## src/rtl/nps_pkg.sv

```systemverilog
package nps_pkg;
  localparam logic [7:0] OP_PROG_SETUP   = 8'h80;
  localparam logic [7:0] OP_PROG_CONFIRM = 8'h10;
  localparam logic [7:0] OP_STATUS_READ  = 8'h70;
  localparam int ST_FAIL_BIT  = 0;
  localparam int ST_READY_BIT = 6;

  typedef enum logic [3:0] {
    S_IDLE, S_SETUP, S_ADDR, S_DATA, S_CONFIRM,
    S_SETTLE, S_WAIT_RB, S_STAT_CMD, S_STAT_RD
  } seq_state_e;

  typedef enum logic [1:0] {
    CYC_CMD, CYC_ADDR, CYC_DATA, CYC_READ
  } cyc_kind_e;
endpackage

```

## src/rtl/nps_strobe.sv

```systemverilog
// One bus cycle: strobe low for W clocks, then high for W clocks.
module nps_strobe #(
  parameter int W = 2
) (
  input  logic clk,
  input  logic rst,
  input  logic start,
  input  logic rd,
  output logic busy,
  output logic fin,
  output logic sample,
  output logic we_n,
  output logic re_n
);
  localparam int LAST = 2 * W - 1;
  localparam int CW   = $clog2(2 * W + 1);

  logic [CW-1:0] cnt;
  logic          rd_q;

  always_ff @(posedge clk) begin
    if (rst) begin
      busy <= 1'b0;
      cnt  <= '0;
      rd_q <= 1'b0;
      we_n <= 1'b1;
      re_n <= 1'b1;
    end else if (!busy && start) begin
      busy <= 1'b1;
      cnt  <= '0;
      rd_q <= rd;
      we_n <= rd;
      re_n <= !rd;
    end else if (busy) begin
      if (cnt == CW'(LAST)) begin
        busy <= 1'b0;
        we_n <= 1'b1;
        re_n <= 1'b1;
      end else begin
        cnt <= cnt + 1'b1;
        if (cnt == CW'(W - 1)) begin
          we_n <= 1'b1;
          re_n <= 1'b1;
        end
      end
    end
  end

  assign fin    = busy && (cnt == CW'(LAST));
  assign sample = busy && rd_q && (cnt == CW'(W - 1));
endmodule

```

## src/rtl/nps_byte_cnt.sv

```systemverilog
// Counts accepted data bytes and decides where the stream ends.
module nps_byte_cnt #(
  parameter int MAX_BYTES = 528
) (
  input  logic clk,
  input  logic rst,
  input  logic clr,
  input  logic inc,
  input  logic last_in,
  output logic end_now,
  output logic ovf_now
);
  localparam int CW = $clog2(MAX_BYTES + 1);

  logic [CW-1:0] cnt;
  logic          at_cap;

  always_ff @(posedge clk) begin
    if (rst || clr) cnt <= '0;
    else if (inc)   cnt <= cnt + 1'b1;
  end

  assign at_cap  = (cnt == CW'(MAX_BYTES - 1));
  assign end_now = last_in || at_cap;
  assign ovf_now = at_cap && !last_in;
endmodule

```

## src/rtl/nps_tick.sv

```systemverilog
// Saturating clock counter with an expiry flag at LIMIT.
module nps_tick #(
  parameter int LIMIT = 4
) (
  input  logic clk,
  input  logic rst,
  input  logic clr,
  input  logic en,
  output logic expired
);
  localparam int CW = $clog2(LIMIT + 2);

  logic [CW-1:0] cnt;

  always_ff @(posedge clk) begin
    if (rst || clr)            cnt <= '0;
    else if (en && !expired)   cnt <= cnt + 1'b1;
  end

  assign expired = (cnt == CW'(LIMIT));
endmodule

```

## src/rtl/nand_prog_seq.sv

```systemverilog
module nand_prog_seq
  import nps_pkg::*;
#(
  parameter int ADDR_BYTES   = 4,
  parameter int MAX_BYTES    = 528,
  parameter int STROBE_CLKS  = 2,
  parameter int SETTLE_CLKS  = 4,
  parameter int TIMEOUT_CLKS = 2000
) (
  input  logic                    clk,
  input  logic                    rst,
  input  logic                    req_valid,
  input  logic [8*ADDR_BYTES-1:0] req_addr,
  output logic                    req_ready,
  input  logic                    wr_valid,
  input  logic [7:0]              wr_data,
  input  logic                    wr_last,
  output logic                    wr_ready,
  output logic                    done,
  output logic                    pass,
  output logic                    err_overflow,
  output logic                    err_timeout,
  output logic                    nand_cle,
  output logic                    nand_ale,
  output logic                    nand_we_n,
  output logic                    nand_re_n,
  output logic                    nand_doe,
  output logic [7:0]              nand_dout,
  input  logic [7:0]              nand_din,
  input  logic                    nand_rb
);
  localparam int ADDR_W = 8 * ADDR_BYTES;
  localparam int IDX_W  = (ADDR_BYTES > 1) ? $clog2(ADDR_BYTES) : 1;

  seq_state_e         state;
  logic [ADDR_W-1:0]  addr_q;
  logic [IDX_W-1:0]   idx;
  logic               issued;
  logic               ovf_q;
  logic               end_q;
  logic               st_ready_q;
  logic               st_fail_q;
  logic               stat_unused;

  logic               sb_start, sb_busy, sb_fin, sb_sample;
  logic               cyc_want, can_launch, take_byte;
  cyc_kind_e          cyc_kind;
  logic [7:0]         cyc_byte;
  logic               end_now, ovf_now;
  logic               settle_exp, to_exp;
  logic               to_en;

  assign stat_unused = ^{nand_din[7], nand_din[5:1]};

  // Bus cycle wanted by the current state
  always_comb begin
    cyc_want = 1'b0;
    cyc_kind = CYC_CMD;
    cyc_byte = 8'h00;
    unique case (state)
      S_SETUP:    begin cyc_want = 1'b1; cyc_byte = OP_PROG_SETUP; end
      S_ADDR:     begin cyc_want = 1'b1; cyc_kind = CYC_ADDR;
                        cyc_byte = addr_q[{idx, 3'b000} +: 8]; end
      S_DATA:     begin cyc_want = wr_valid; cyc_kind = CYC_DATA;
                        cyc_byte = wr_data; end
      S_CONFIRM:  begin cyc_want = 1'b1; cyc_byte = OP_PROG_CONFIRM; end
      S_STAT_CMD: begin cyc_want = 1'b1; cyc_byte = OP_STATUS_READ; end
      S_STAT_RD:  begin cyc_want = 1'b1; cyc_kind = CYC_READ; end
      default:    ;
    endcase
  end

  assign can_launch = !sb_busy && !issued;
  assign sb_start   = cyc_want && can_launch;
  assign wr_ready   = (state == S_DATA) && can_launch;
  assign take_byte  = wr_valid && wr_ready;
  assign req_ready  = (state == S_IDLE);
  assign to_en      = (state == S_WAIT_RB) || (state == S_STAT_CMD) ||
                      (state == S_STAT_RD);

  nps_strobe #(.W(STROBE_CLKS)) u_strobe (
    .clk(clk), .rst(rst), .start(sb_start), .rd(cyc_kind == CYC_READ),
    .busy(sb_busy), .fin(sb_fin), .sample(sb_sample),
    .we_n(nand_we_n), .re_n(nand_re_n)
  );

  nps_byte_cnt #(.MAX_BYTES(MAX_BYTES)) u_bytes (
    .clk(clk), .rst(rst), .clr(state == S_IDLE), .inc(take_byte),
    .last_in(wr_last), .end_now(end_now), .ovf_now(ovf_now)
  );

  nps_tick #(.LIMIT(SETTLE_CLKS)) u_settle (
    .clk(clk), .rst(rst), .clr(state != S_SETTLE),
    .en(state == S_SETTLE), .expired(settle_exp)
  );

  nps_tick #(.LIMIT(TIMEOUT_CLKS)) u_timeout (
    .clk(clk), .rst(rst), .clr(state == S_SETTLE),
    .en(to_en), .expired(to_exp)
  );

  always_ff @(posedge clk) begin
    if (rst) begin
      state        <= S_IDLE;
      addr_q       <= '0;
      idx          <= '0;
      issued       <= 1'b0;
      ovf_q        <= 1'b0;
      end_q        <= 1'b0;
      st_ready_q   <= 1'b0;
      st_fail_q    <= 1'b0;
      done         <= 1'b0;
      pass         <= 1'b0;
      err_overflow <= 1'b0;
      err_timeout  <= 1'b0;
      nand_cle     <= 1'b0;
      nand_ale     <= 1'b0;
      nand_doe     <= 1'b0;
      nand_dout    <= 8'h00;
    end else begin
      done         <= 1'b0;
      pass         <= 1'b0;
      err_overflow <= 1'b0;
      err_timeout  <= 1'b0;

      if (sb_start) begin
        issued    <= 1'b1;
        nand_cle  <= (cyc_kind == CYC_CMD);
        nand_ale  <= (cyc_kind == CYC_ADDR);
        nand_doe  <= (cyc_kind != CYC_READ);
        nand_dout <= (cyc_kind == CYC_READ) ? 8'h00 : cyc_byte;
      end
      if (sb_fin) begin
        issued   <= 1'b0;
        nand_cle <= 1'b0;
        nand_ale <= 1'b0;
        nand_doe <= 1'b0;
      end
      if (sb_sample) begin
        st_ready_q <= nand_din[ST_READY_BIT];
        st_fail_q  <= nand_din[ST_FAIL_BIT];
      end

      unique case (state)
        S_IDLE: if (req_valid) begin
          addr_q <= req_addr;
          idx    <= '0;
          ovf_q  <= 1'b0;
          end_q  <= 1'b0;
          state  <= S_SETUP;
        end
        S_SETUP: if (sb_fin) state <= S_ADDR;
        S_ADDR: if (sb_fin) begin
          if (idx == IDX_W'(ADDR_BYTES - 1)) state <= S_DATA;
          else idx <= idx + 1'b1;
        end
        S_DATA: begin
          if (take_byte) begin
            end_q <= end_now;
            ovf_q <= ovf_now;
          end
          if (sb_fin && end_q) state <= S_CONFIRM;
        end
        S_CONFIRM: if (sb_fin) state <= S_SETTLE;
        S_SETTLE:  if (settle_exp) state <= S_WAIT_RB;
        S_WAIT_RB: begin
          if (to_exp) begin
            done         <= 1'b1;
            err_timeout  <= 1'b1;
            err_overflow <= ovf_q;
            state        <= S_IDLE;
          end else if (nand_rb) begin
            state <= S_STAT_CMD;
          end
        end
        S_STAT_CMD: if (sb_fin) state <= S_STAT_RD;
        S_STAT_RD: if (sb_fin) begin
          if (st_ready_q) begin
            done         <= 1'b1;
            pass         <= !st_fail_q;
            err_overflow <= ovf_q;
            state        <= S_IDLE;
          end else begin
            state <= S_WAIT_RB;
          end
        end
        default: state <= S_IDLE;
      endcase
    end
  end
endmodule

```

## config.mk

```make
export PLATFORM = sky130hd
export DESIGN_NAME = nand_prog_seq
export DESIGN_NICKNAME = d
export VERILOG_FILES = /design/src/rtl/nps_pkg.sv /design/src/rtl/nps_strobe.sv /design/src/rtl/nps_byte_cnt.sv /design/src/rtl/nps_tick.sv /design/src/rtl/nand_prog_seq.sv
export SDC_FILE = /design/constraint.sdc
export NUM_CORES = 1
export LEC_CHECK = 0
export ABC_AREA = 1
export BUFFER_PORTS_ARGS = -buffer_cell sky130_fd_sc_hd__buf_2
export CAP_MARGIN = 30
export CELL_PAD_IN_SITES_DETAIL_PLACEMENT = 1
export CELL_PAD_IN_SITES_GLOBAL_PLACEMENT = 2
export CORE_MARGIN = 2
export CORE_UTILIZATION = 31
export DETAILED_ROUTE_END_ITERATION = 16
export GPL_ROUTABILITY_DRIVEN = 0
export PLACE_DENSITY_LB_ADDON = 0.1
export SETUP_SLACK_MARGIN = 0.1
export SLEW_MARGIN = 20
export SYNTH_ARGS = -nofsm -noshare
export SYNTH_HDL_FRONTEND = slang
export SYNTH_SLANG_ARGS = --single-unit
```

## constraint.sdc

```tcl
create_clock -name clk -period 2 [get_ports clk]
set_clock_uncertainty 0.05 [all_clocks]
set_input_delay 0 -clock clk [delete_from_list [all_inputs] [get_ports clk]]
set_output_delay 0 -clock clk [all_outputs]
set_load 0.03 [all_outputs]
```

* Yosys cells after proc, flatten, opt, wreduce, memory -nomap -nowiden
Cells that the tools add are included.
** Cells by class
- Bitwise operators :: 5
- Add/subtract/negate cells :: 5
- Shifts and indexed selects :: 1
- Equality and inequality tests :: 30
- Mux-type cells :: 42
- Reduce and logical (&&, ||, !) cells :: 42
** Operators with widths (count)
- 2-to-1 mux 4 bit :: 11
- case mux 8 bit (5 select lines) :: 1
- case mux 4 bit (9 select lines) :: 1
- variable part select 32 x 6 -> 8 bit :: 1
- != test 2 bit (second input constant) :: 11
- 2-to-1 mux 1 bit :: 17
- == test 4 x 3 -> 1 bit (second input constant) :: 4
- logical AND 1 bit :: 12
- adder 11 x 1 -> 11 bit (second input constant) :: 1
- == test 11 bit (second input constant) :: 1
- adder 10 x 1 -> 10 bit (second input constant) :: 1
- == test 10 bit (second input constant) :: 1
- case mux 1 bit (2 select lines) :: 5
- AND reduction 10 bit :: 1
- == test 4 x 2 -> 1 bit (second input constant) :: 2
- 2-to-1 mux 8 bit :: 1
- logical NOT 1 bit :: 7
- adder 3 x 1 -> 3 bit (second input constant) :: 2
- logical OR 1 bit :: 6
- 2-to-1 mux 2 bit :: 3
- case mux 2 bit (3 select lines) :: 1
- AND reduction 2 bit :: 3
- nonzero test 2 bit :: 3
- OR reduction 2 bit :: 3
- other kinds (21) :: 26
** Storage, ports and cells
- Input bits :: 54
- Output and inout bits :: 19
- Logic and storage cells :: 149
- Register bits after elaboration :: 89

* Longest topological paths before layout
- Word-level depth :: 7
- Gate-level depth with buffers :: 11

* By module
A second synthesis with hierarchy kept.
** Second synthesis, totals
- Cell total of the unflattened synthesis :: 676
- Area total of the unflattened synthesis :: 4718.3 µm²
** Modules (own cells, without submodules)
- nand_prog_seq :: times used 1, cells an instance 423, area an instance 2952.8 µm², sequential area each 1161.1 µm²
- nps_tick (u_timeout) :: times used 1, cells an instance 105, area an instance 724.4 µm², sequential area each 220.2 µm²
- nps_byte_cnt :: times used 1, cells an instance 74, area an instance 503.0 µm², sequential area each 200.2 µm²
- nps_strobe :: times used 1, cells an instance 47, area an instance 362.8 µm², sequential area each 140.1 µm²
- nps_tick (u_settle) :: times used 1, cells an instance 27, area an instance 175.2 µm², sequential area each 60.1 µm²

* Worst setup path after synthesis
Ideal clock, no wire load.
- Path kind :: register to register
- From :: register state[1]
- To :: register u_bytes.cnt[7]
- Setup time :: 119 ps
- Period minus slack after synthesis :: 1688 ps
- Setup slack :: 312 ps
- Stages on the path, launching flop included :: 10
- Arrival time :: 1518 ps
- Cell sequence :: dfxtp_1 > nand2_1 > inv_1 > nand2_4 > nor2_2 > nand2_2 > nor2_1 > nand2_1 > o21ai_0 > a21oi_1
** Between the ends
- Word-level cells in the longest chain between the ends :: 3
** RTL lines
- start, declared :: line nand_prog_seq.sv:35 : seq_state_e state;
- start signal, assigned :: line nand_prog_seq.sv:104 : state <= S_IDLE;
- start signal, assigned :: line nand_prog_seq.sv:150 : state <= S_SETUP;
- start signal, assigned :: line nand_prog_seq.sv:152 : S_SETUP: if (sb_fin) state <= S_ADDR;
- == test 4 x 2 -> 1 bit :: line nand_prog_seq.sv:75 : assign wr_ready = (state == S_DATA) && can_launch;
- logical AND 1 bit :: line nand_prog_seq.sv:75
- named net wr_ready :: line nand_prog_seq.sv:18 : output logic wr_ready,
- logical AND 1 bit :: line nand_prog_seq.sv:76 : assign take_byte = wr_valid && wr_ready;
- end signal, assigned :: line nps_byte_cnt.sv:20 : else if (inc) cnt <= cnt + 1'b1;
- end, declared :: line nps_byte_cnt.sv:15 : logic [CW-1:0] cnt;
The timed path passes the listed nets, and every way through them passes these cells.
A chain may end at the register's enable or synchronous reset.

* Final worst setup path
- From :: register state[3]
- To :: register u_timeout.cnt[7]
** Between the ends
- Word-level cells in the longest chain between the ends :: 4
** RTL lines
- == test 4 x 3 -> 1 bit :: line nand_prog_seq.sv:78 : assign to_en = (state == S_WAIT_RB) || (state == S_STAT_CMD) ||
- logical OR 1 bit (2 in series) :: line nand_prog_seq.sv:78
- logical AND 1 bit :: line nps_tick.sv:17 : else if (en && !expired) cnt <= cnt + 1'b1;
- end signal, assigned :: line nps_tick.sv:17
- end, declared :: line nps_tick.sv:13 : logic [CW-1:0] cnt;
Parallel ways exist; a longest one is shown, timed or not.

==> impl_metrics.csv <==
group,metric,value,unit
routing,detail_route.wl_per_cell,14.37,um
cells_and_area,final_util,0.4169,
yosys,yosys_warnings,0,
critical_path,criticalPathCategory,"register to register",
yosys,async_flop_share,0,
sta,maxSlewHeadroom,0.6708,
critical_path,critical_path.endpoint_type,"register",
cts,cts_max_path_buffers,2,
cells_and_area,antennaDiodeCount,0,
yosys,share_of_the_synthesized_area_in_the_top_cell_type,0.4166,
yosys,synth.cell_area,4277,sq um
placement,numPortBuffers,66,
yosys,ys_seq_area_frac,0.4166,
sta,finalSetupViolations,0,
critical_path,worstPathRequired,2.20,ns
yosys,ys_top_cells_by_area,"sky130_fd_sc_hd__dfxtp_1 42%, sky130_fd_sc_hd__nand2_1 12%, sky130_fd_sc_hd__nor2_1 11%, sky130_fd_sc_hd__nand3_1 6.9%, sky130_fd_sc_hd__o21ai_0 6.0%",
worst_hold_path,timing.hold.worst_path_depth,5,
cts,clockRootBuffer,"sky130_fd_sc_hd__clkbuf_16",
global_route,global_route_wire_length_before_repair,22210,um
sta,final_min_period_over_clock_period,0.8672,
sta,final-hold-violation-count,0,
global_route,antenna_found_initial,0,
yosys,synth-main-ff-cell,"sky130_fd_sc_hd__dfxtp_1",
worst_hold_path,holdCritPathClass,"input port to register",
cts,h-tree-depth,3,
routing,drt_drc_violations_left,0,
global_route,total_global_route_track_usage,0.1931,
critical_path,rr_endpoint,"u_timeout.cnt[7]",
worst_hold_path,holdPathEnd,"nand_dout[5]",
power,ir_drop,0.6256,mV
critical_path,crit-reg2reg-launch,"state[3]",
yosys,synth.largest_area_cell,"sky130_fd_sc_hd__dfxtp_1",
sta,timing_max_transition_violations_final,0,
yosys,post_synth_inst_count,628,
global_route,number_of_global_route_vias_before_repair,4560,
critical_path,crit_fanout,10,
yosys,syn_nets,691,
yosys,edff_count_synth,0,
routing,drt_first_pass_iters,5,
yosys,average_footprint_of_a_synthesized_cell,6.810,sq um
critical_path,reg2regPathDepth,9,
die,floorplan.rows,42,
power,leakagePower,0.002486,uW
critical_path,critical_path_arrival,1.93,ns
die,die_w,121.5,um
cells_and_area,final.fill_count,1709,
critical_path,r2r_setup_slack,0.27,ns
routing,vias_per_cell,4.687,
global_route,total_overflow_reported_by_the_global_router,0,
cts,insertion_delay,0.35,ns
power,power_density,1210,nW/um^2
routing,postRouteAntennaNets,0,
sta,max_slew.worst_pin.slew,0.4932,ns
job,cap_viol_max_count,0,
sta,rsz0062_at_grt,"true",
routing,drtIter0Drc,190,
cts,tritoncts,"done",
routing,route.vias.total,4303,
die,fp.dieArea,14750,sq um
sta,max_freq,576.6,MHz
routing,route.final.wire_length,13190,um
die,design.core.area,13350,sq um
cts,cts.sinks,89,
cells_and_area,nNetsFinal,800,
die,start_util,0.3204,
yosys,yosys-top-cells-count,"133 x sky130_fd_sc_hd__nand2_1, 121 x sky130_fd_sc_hd__nor2_1, 89 x sky130_fd_sc_hd__dfxtp_1",
critical_path,critical_path.startpoint_type,"register",
die,floorplan.die.height,121.5,um
worst_hold_path,startpoint_of_the_lowest_slack_hold_path,"wr_data[5]",
cells_and_area,final_layout_size_suffix_gt1_frac,0.1617,
sta,setup_tns,0,ns
yosys,yosys_register_bits,89,
cells_and_area,flow.area_growth_from_synthesis,30.13,%
sta,finalWorstPathRequiredPeriod,1.734,ns
cts,clkTransAtPathRegs,0.07,ns
die,boundaryPins,73,
yosys,post_synth_num_cell_types,31,
cts,numCtsBuffers,9,
power,post-layout-total-power,6734,uW
placement,dp_hpwl,9427,um
global_route,pin_count_of_the_biggest_net_entering_global_routing,36,
run_status,outcome,"complete, no violations",
yosys,post-synth-top-count-cell,"sky130_fd_sc_hd__nand2_1",
-- critical path, cell delays in order, from the launching register on --
cell                      delay (ns)
sky130_fd_sc_hd__dfxtp_1        0.41
sky130_fd_sc_hd__inv_1          0.10
sky130_fd_sc_hd__nor2_1         0.18
sky130_fd_sc_hd__nand2_2        0.15
sky130_fd_sc_hd__o21ai_2        0.10
sky130_fd_sc_hd__nand2_2        0.19
sky130_fd_sc_hd__nor2_2         0.14
sky130_fd_sc_hd__nand2_1        0.10
sky130_fd_sc_hd__o21ai_0        0.16
sky130_fd_sc_hd__nor2_1         0.05
-- flip-flops by register name (all words and copies together) (netlist names), 2 cells and up --
register	count
u_strobe.cnt	3
addr_q	32
u_timeout.cnt	11
nand_dout	8
idx	2
u_bytes.cnt	10
state	4
u_settle.cnt	3
-- kinds of logic (layout without fill, tap and decap cells) --
group | after synthesis | count (layout) | share of synthesized area
adders and majority gates | 9 | 9 | 0.02633
xor gates and xnor gates | 6 | 6 | 0.01229
buffers and inverters | 82 | 196 | 0.07782
and+or+nand+nor | 347 | 347 | 0.3505
AOI/OAI and AO/OA | 95 | 95 | 0.1164
DFF | 89 | 89 | 0.4166
-- layout by cell type (no fill, tap or decap), types with 2 or more instances in the layout --
cell type / count
sky130_fd_sc_hd__nand2_4: 2
sky130_fd_sc_hd__clkbuf_16: 9
sky130_fd_sc_hd__buf_4: 9
sky130_fd_sc_hd__a211oi_1: 5
sky130_fd_sc_hd__nand3_1: 59
sky130_fd_sc_hd__buf_2: 66
sky130_fd_sc_hd__nor2_4: 5
sky130_fd_sc_hd__dlygate4sd3_1: 42
sky130_fd_sc_hd__nor2_2: 7
sky130_fd_sc_hd__nor3_1: 4
sky130_fd_sc_hd__a21oi_1: 36
sky130_fd_sc_hd__nand2_2: 5
sky130_fd_sc_hd__inv_1: 58
sky130_fd_sc_hd__clkbuf_8: 2
sky130_fd_sc_hd__ha_1: 8
sky130_fd_sc_hd__o21ai_0: 51
sky130_fd_sc_hd__dfxtp_1: 89
sky130_fd_sc_hd__nand2_1: 131
sky130_fd_sc_hd__inv_2: 2
sky130_fd_sc_hd__nand3b_1: 2
sky130_fd_sc_hd__xnor2_1: 2
sky130_fd_sc_hd__nor2_1: 120
sky130_fd_sc_hd__nand4_1: 7
sky130_fd_sc_hd__or2_2: 2
sky130_fd_sc_hd__xor2_1: 4
-- per-stage QoR --
stage	worst slack, ns	std cells	hold WS, ns	instance area (sq um)
global placement	0.1793	860	0.1711	4815
global route	0.07732	918	0.06386	5565
floorplan	0.3125	628	0.08490	4277
detailed placement	0.1079	860	0.1808	4815
finish	0.2657	918	0.02047	5565
CTS	0.1383	918	0.01175	5545
-- power by group --
part           total (uW)  internal [uW]  switching, uW
sequential           2360           2130            231
clock                1770           1040            728
combinational        2610            828           1780
-- final cells by class --
cell class,instances,area [sq um],share of cell area
clock buffer,12,256.5,0.04609
inverter,62,235.2,0.04227
sequential,89,1782,0.3201
multi-input combinational,457,2182,0.3921
tap,176,220.2,0.03957
clock inverter,4,51.30,0.009218
timing repair buffer,118,838.3,0.1506
-- what timing repair did --
| action | CTS | global route |
|---|---|---|
| endpoints found under the setup margin | 1 | 32 |
| hold buffers | 42 | 0 |
| setup buffers | 0 | 0 |
| gates resized for setup | 1 | 7 |
| hold endpoints to repair | 45 | 0 |
-- per-layer routing --
metal,share of wire,track usage,vias to the layer above,routed length [um]
met5,0,0,-,0
met4,0.018,0.07399,0,239
met3,0.022,0.02773,13,285
met2,0.46,0.3248,52,6126
met1,0.50,0.2497,2017,6541
li1,-,-,2221,-
-- how the worst max path moves through the flow --
stage               cells past startpoint  slack (ns)          endpoint             from
CTS                                     9        0.14   u_strobe.cnt[1]         state[1]
floorplan                               9        0.31    u_bytes.cnt[7]         state[1]
detailed placement                     11        0.11          state[2]  u_strobe.cnt[1]
global placement                       11        0.18          state[3]  u_strobe.cnt[0]
finish                                  9        0.27  u_timeout.cnt[7]         state[3]
global route                            9        0.08  u_timeout.cnt[7]         state[3]
Note: power is estimated with default switching activity, not from simulation.
